### src/rtl/scl_clock_gen.sv
module scl_clock_gen #(
  parameter int RW = 7
) (
  input  logic          clk,
  input  logic          rst_n,
  input  logic          tick,
  input  logic          run,
  input  logic [RW-1:0] reload,
  input  logic          scl_in,
  output logic          scl_drive_low,
  output logic          low_strobe,
  output logic          high_strobe
);

  typedef enum logic [1:0] {S_IDLE, S_LOW, S_WAIT, S_HIGH} st_t;

  st_t           st;
  logic [RW-1:0] cnt;
  logic          sync1, sync2;
  logic          last_count;

  assign last_count    = (cnt <= RW'(1));
  assign scl_drive_low = (st == S_LOW);

  always_ff @(posedge clk) begin
    if (!rst_n) begin
      sync1 <= 1'b1;
      sync2 <= 1'b1;
    end else begin
      sync1 <= scl_in;
      sync2 <= sync1;
    end
  end

  always_ff @(posedge clk) begin
    if (!rst_n) begin
      st          <= S_IDLE;
      cnt         <= '0;
      low_strobe  <= 1'b0;
      high_strobe <= 1'b0;
    end else begin
      low_strobe  <= 1'b0;
      high_strobe <= 1'b0;
      if (!run) begin
        st  <= S_IDLE;
        cnt <= reload;
      end else begin
        case (st)
          S_IDLE: begin
            cnt <= reload;
            if (tick) begin
              st         <= S_LOW;
              low_strobe <= 1'b1;
            end
          end
          S_LOW: if (tick) begin
            if (last_count) st <= S_WAIT;
            else            cnt <= cnt - 1'b1;
          end
          S_WAIT: if (tick && sync2) begin
            st          <= S_HIGH;
            cnt         <= reload;
            high_strobe <= 1'b1;
          end
          S_HIGH: if (tick) begin
            if (last_count) begin
              st         <= S_LOW;
              cnt        <= reload;
              low_strobe <= 1'b1;
            end else begin
              cnt <= cnt - 1'b1;
            end
          end
          default: st <= S_IDLE;
        endcase
      end
    end
  end

  p_idle_release_r1: assert property (@(posedge clk) disable iff (!rst_n)
    !run |=> (!scl_drive_low && !low_strobe && !high_strobe));

  p_low_start_strobe_r2: assert property (@(posedge clk) disable iff (!rst_n)
    $rose(scl_drive_low) |-> low_strobe);

  p_frozen_in_wait_r3: assert property (@(posedge clk) disable iff (!rst_n)
    (st == S_WAIT && run && !(tick && sync2)) |=> $stable(cnt));

  p_high_after_line_r4: assert property (@(posedge clk) disable iff (!rst_n)
    high_strobe |-> ($past(sync2) && !scl_drive_low));

  p_short_release_r5: assert property (@(posedge clk) disable iff (!rst_n)
    (st == S_LOW && run && tick && last_count) |=> !scl_drive_low);

  p_strobes_apart_r6: assert property (@(posedge clk) disable iff (!rst_n)
    !(low_strobe && high_strobe));

endmodule

### config.mk
export PLATFORM = sky130hd
export DESIGN_NAME = scl_clock_gen
export DESIGN_NICKNAME = d
export VERILOG_FILES = /design/src/rtl/scl_clock_gen.sv
export SDC_FILE = /design/constraint.sdc
export NUM_CORES = 1
export LEC_CHECK = 0
export ABC_AREA = 1
export BUFFER_PORTS_ARGS = -buffer_cell sky130_fd_sc_hd__buf_2
export CAP_MARGIN = 20
export CORE_MARGIN = 1.5
export CORE_UTILIZATION = 55
export DETAILED_ROUTE_END_ITERATION = 10
export PLACE_DENSITY_LB_ADDON = 0.05
export SLEW_MARGIN = 0
export SYNTH_ARGS = -nofsm -noshare
export SYNTH_HDL_FRONTEND = slang
export SYNTH_SLANG_ARGS = --single-unit
export TNS_END_PERCENT = 30
### constraint.sdc
create_clock -name clk -period 2.1 [get_ports clk]
set_input_delay 0.105 -clock clk [delete_from_list [all_inputs] [get_ports clk]]
set_output_delay 0.105 -clock clk [all_outputs]
set_load 0.01 [all_outputs]
; Word level (Yosys, flattened, before mapping)
; Cells that the tools add are included.
; W data, S select, Z words.
[totals]
reg_bits = 13
wordCells = 46
out_inout_bits = 3
input_bits = 12
[classes]
magnitude_cmp = 1
reduce_logical = 6
n_eq_ne = 13
muxes = 19
addsub = 1
[ops]
columns = op, count
row1 = $mux W7, 6
row2 = $pmux W7 S4, 1
row3 = $mux W2, 6
row4 = $ne A3 B3 Y1 const B, 4
row5 = $ne A2 B2 Y1 const B, 5
row6 = $pmux W2 S4, 1
row7 = $le A7 B1 Y1 const B, 1
row8 = $sub A7 B1 Y7 const B, 1
row9 = $reduce_and A6 Y1, 1
row10 = $eq A2 B2 Y1 const B, 2
row11 = $mux W1, 4
row12 = $reduce_and A4 Y1, 1
row13 = $reduce_and A3 Y1, 1
row14 = $eq A2 B1 Y1 const B, 1
row15 = $logic_not A2 Y1, 1
row16 = $ne A2 B1 Y1 const B, 1
row17 = $pmux W1 S2, 1
row18 = $reduce_and A2 Y1, 1
row19 = $logic_and A1 B1 Y1, 1

; Logic depth before layout (Yosys ltp)
[logic_depth]
depth_word = 5
ltp_mapped = 11
ltp_nobuf = 11

; Least setup slack after synthesis
; Ideal clock, no wire load.
[synth_path]
path_kind = register -> register
start = register st[1]
end = register cnt[6]
n_path_buf = 0
synth_period_minus_slack_ns = 1.587
setup_slack_ns = 0.513
t_arrival_ns = 1.474
t_required_ns = 1.988
stages_incl_launch_ff = 12
setup_time_ns = 0.112
path_cell_list = dfxtp_1 inv_1 ha_1 or2_2 nand2_1 nand2_1 nand2_1 nand2_1 nand2_1 nand2_1 nor2_1 nor2_2
[synth_via]
elab_chain_cells = 3
elab_cells_between_ends = 11
cone_classes = eq/ne (7) / mux (2) / reduce/logical (2)
[synth_lines]
columns = element, line_no
row1 = from (decl), 17  ; st_t st;
row2 = from (signal assigned), 37  ; st <= S_IDLE;
row3 = from (signal assigned), 45  ; st <= S_IDLE;
row4 = from (signal assigned), 52  ; st <= S_LOW;
row5 = $eq A2 B1 Y1 *, --
row6 = net scl_drive_low, 10  ; output logic scl_drive_low,
row7 = $ne A3 B3 Y1 (no line) / $pmux W7 S4 (equally long branches), --
row8 = $reduce_and A4 Y1 (no line) / $mux W7 (equally long branches), --
row9 = to (signal assigned), 46  ; cnt <= reload;
row10 = to (signal assigned), 50  ; cnt <= reload;
row11 = to (signal assigned), 58  ; else cnt <= cnt - 1'b1;
row12 = to (decl), 18  ; logic [RW-1:0] cnt;
; Mark *: on every way through the listed nets, which the timed path passes. The rest lies on a longest branch.
; A chain may end at the register's enable or synchronous reset.

; Final worst setup path
[layout_path]
start = register st[1]
end = register cnt[4]
[layout_via]
elab_chain_cells = 3
elab_cells_between_ends = 11
cone_classes = eq/ne (7) / mux (2) / reduce/logical (2)
[layout_lines]
columns = element, line_no
row1 = $eq A2 B2 Y1 (tied with other cells), 48  ; case (st)
row2 = $ne A3 B3 Y1 (no line) / $pmux W7 S4 (equally long branches), --
row3 = $reduce_and A4 Y1 (no line) / $mux W7 (equally long branches), --
; Parallel ways exist; a longest one is shown, timed or not.

==> metrics <==
run status finished, final reports clean; Core Box Area 1580 um^2; critical path peak fanout 7; Final setup viols 0; clock buffer depth 2; minimum period implied by the final worst setup slack 1.71 ns; clk slew on worst S/H paths 0.09 ns; Relative slew margins 79.0%; final slew viol count 0; library cells used by synthesis 24; Nets 186; total track usage 22.0%; placed cell count 177; Initial Utilization 61.3%; f_max 585 MHz; chip width 44.9 um; Worst Skew 0.00319 ns; CP max-delay cell dfxtp_1; CTS buffer count 3; commonest cells after routing, fill and taps aside 55 x nand2_1, 19 x nor2_1, 17 x inv_1; crit path kind flop to flop; Post-DP HPWL 1.39 mm; buffers and inverters on the worst path 1; Fill cells 156; Die H 44.9 um; post-synthesis sequential area ratio 26.9%; Num Clock Sinks 13; share of cells above drive strength 1 19.9%; initial drt markers 21; power density cells 622 nW/um^2; kind of end point of the critical path flop; Finished Layout Cells 182; clk root buf clkbuf_4; syn_area_per_cell 6.44 um^2; CP arrival 1.89 ns; crit path launch type flop; RSZ-0062 raised after global routing no; measured slew at the worst slew-check pin 0.315 ns; Reg2Reg Setup Slack 0.39 ns; Hold Crit Depth 2; commonest non-fill, non-tap cell in the layout nand2_1; number of global-route vias before repair 786; die area 2020 um^2; pin count of the biggest net entering global routing 12; Syn Nets 169; Syn Std Cell Area 966 um^2; Critical Path Max Stage Delay 0.37 ns; worst-case reg-to-reg path depth 11; Rows 14; final wirelength 1.82 mm; Antenna Cells 0; cell count along the critical path 11; first drt pass iteration count 4; critical path's top delay family simple AND/OR/NAND/NOR gates; DR vias 887; Crit path required time 2.28 ns; Ports 15; # H-tree levels 1; drt wl/cell 9.99 um; final hold vios 0; first-pass GRT wire length 3.26 mm; post-DR vias/cell 4.87; worst path cell trace inv_1, ha_1, or2_2, nand2_1, nand2_1, nand2_1, nand2_1, nand2_1, nand2_1, nor2_1, nor2_2; VDD IR max 0.490 mV; Synth Warn # 0; max-cap viol count 0; antenna violations before repair 0; most used cell, CP nand2_1; clk_lat worst skew 0.28 ns; Lkg Pwr 0.585 nW; DRC 0; Port Buffer Count 14; Post-Synthesis Cells 150; CTS tree built; FF+latch count, synth 13; remaining global-route overflow 0; Setup TNS 0 ns; number of routed nets with antenna violations 0; worst hold path type input pin to flop; Placer Congestion 0.858; area grow syn2layout 11.1%; final critical-path share of the clock period 81.4%
## worst paths after layout
path                      startpoint                  end
setup / recovery  st[1]$_SDFFE_PN0P_  cnt[4]$_SDFFE_PN0P_
hold / removal                 rst_n     sync2$_SDFF_PN1_
setup reg to reg  st[1]$_SDFFE_PN0P_  cnt[4]$_SDFFE_PN0P_
hold reg to reg     sync1$_SDFF_PN1_     sync2$_SDFF_PN1_
## area by class of cell
type / instances / area, um^2 / share of cell area (%)
clock inverter: 1 / 5.00 / 0.466
timing repair buffer: 15 / 80.1 / 7.46
clock buffer: 3 / 22.5 / 2.10
multi-input combinational: 116 / 618 / 57.6
inverter: 18 / 67.6 / 6.29
sequential: 13 / 260 / 24.2
tap: 16 / 20.0 / 1.86
## what timing repair did
action                    in CTS  in global routing
buffers inserted               0                  0
hold endpoints to repair       1                  0
hold buffers                   1                  0
resized for setup              0                  0
## where the power goes
group          internal (mW)  leakage, nW  total (mW)  switching [mW]
combinational         0.0857        0.460       0.220           0.135
clock                 0.0706       0.0177       0.159          0.0886
sequential             0.267        0.108       0.288          0.0206
total                  0.423        0.585       0.667           0.244
## sequential cells by signal, indices dropped and copies added (netlist names)
signal	cells
low_strobe	1
sync1	1
st	2
cnt	7
high_strobe	1
sync2	1
## worst reg2reg max path: cells and delay by family, from the launching register on
kind	cells	cell delay, ns
simple gates	9	0.87
flops	1	0.37
fa+ha+maj	1	0.26
buf+inv	1	0.10
## synth_stat cells
cell       n  area [um^2]
o21a_1     1         7.51
nand3_1   10         50.1
xor2_1     2         17.5
nand3_2    4         40.0
nand2_1   55          206
nand4_1    2         12.5
inv_2      1         3.75
buf_2      1         5.00
nor3_1     1         5.00
a21boi_1   1         7.51
o21bai_4   1         18.8
clkbuf_1   1         3.75
o211ai_1   1         7.51
nor2_4     2         22.5
nand3b_1   2         15.0
dfxtp_1   13          260
nor2_1    19         71.3
ha_1       7         87.6
nor2_2     5         31.3
nand2_2    1         6.26
or2_2      1         6.26
buf_6      1         11.3
inv_1     17         63.8
a21oi_1    1         5.00
## cells by family (layout without fill, tap and decap cells)
group	count (synthesis)	after routing	share of synthesized area [%]
AND/OR/NAND/NOR	102	102	48.3
buffers and inverters	21	37	9.07
flip-flops	13	13	26.9
adder cells (fa/ha/maj)	7	7	9.07
AO/OA/AOI/OAI	5	5	4.79
XOR/XNOR	2	2	1.81
## layer usage
layer	GRT usage, %	vias to the layer above	wire length [um]
li1	-	492	-
met1	31.5	369	955
met2	31.3	22	757
met3	3.60	4	82
met4	11.8	0	23
met5	0	-	0
## metrics by stage
step           setup slack (ns)  area [um^2]  util [%]  total power [mW]  hold WS (ns)
3_3_place_gp              0.499         1040      65.7             0.508         0.275
6_report                  0.390         1070      68.1             0.667         0.104
5_1_grt                   0.138         1070      68.1             0.726        0.0877
3_5_place_dp              0.410         1040      65.7             0.511         0.280
2_1_floorplan             0.513          966         -             0.470         0.190
4_1_cts                   0.380         1070      68.1             0.673        0.0934
Note: power is estimated with default switching activity, not from simulation.
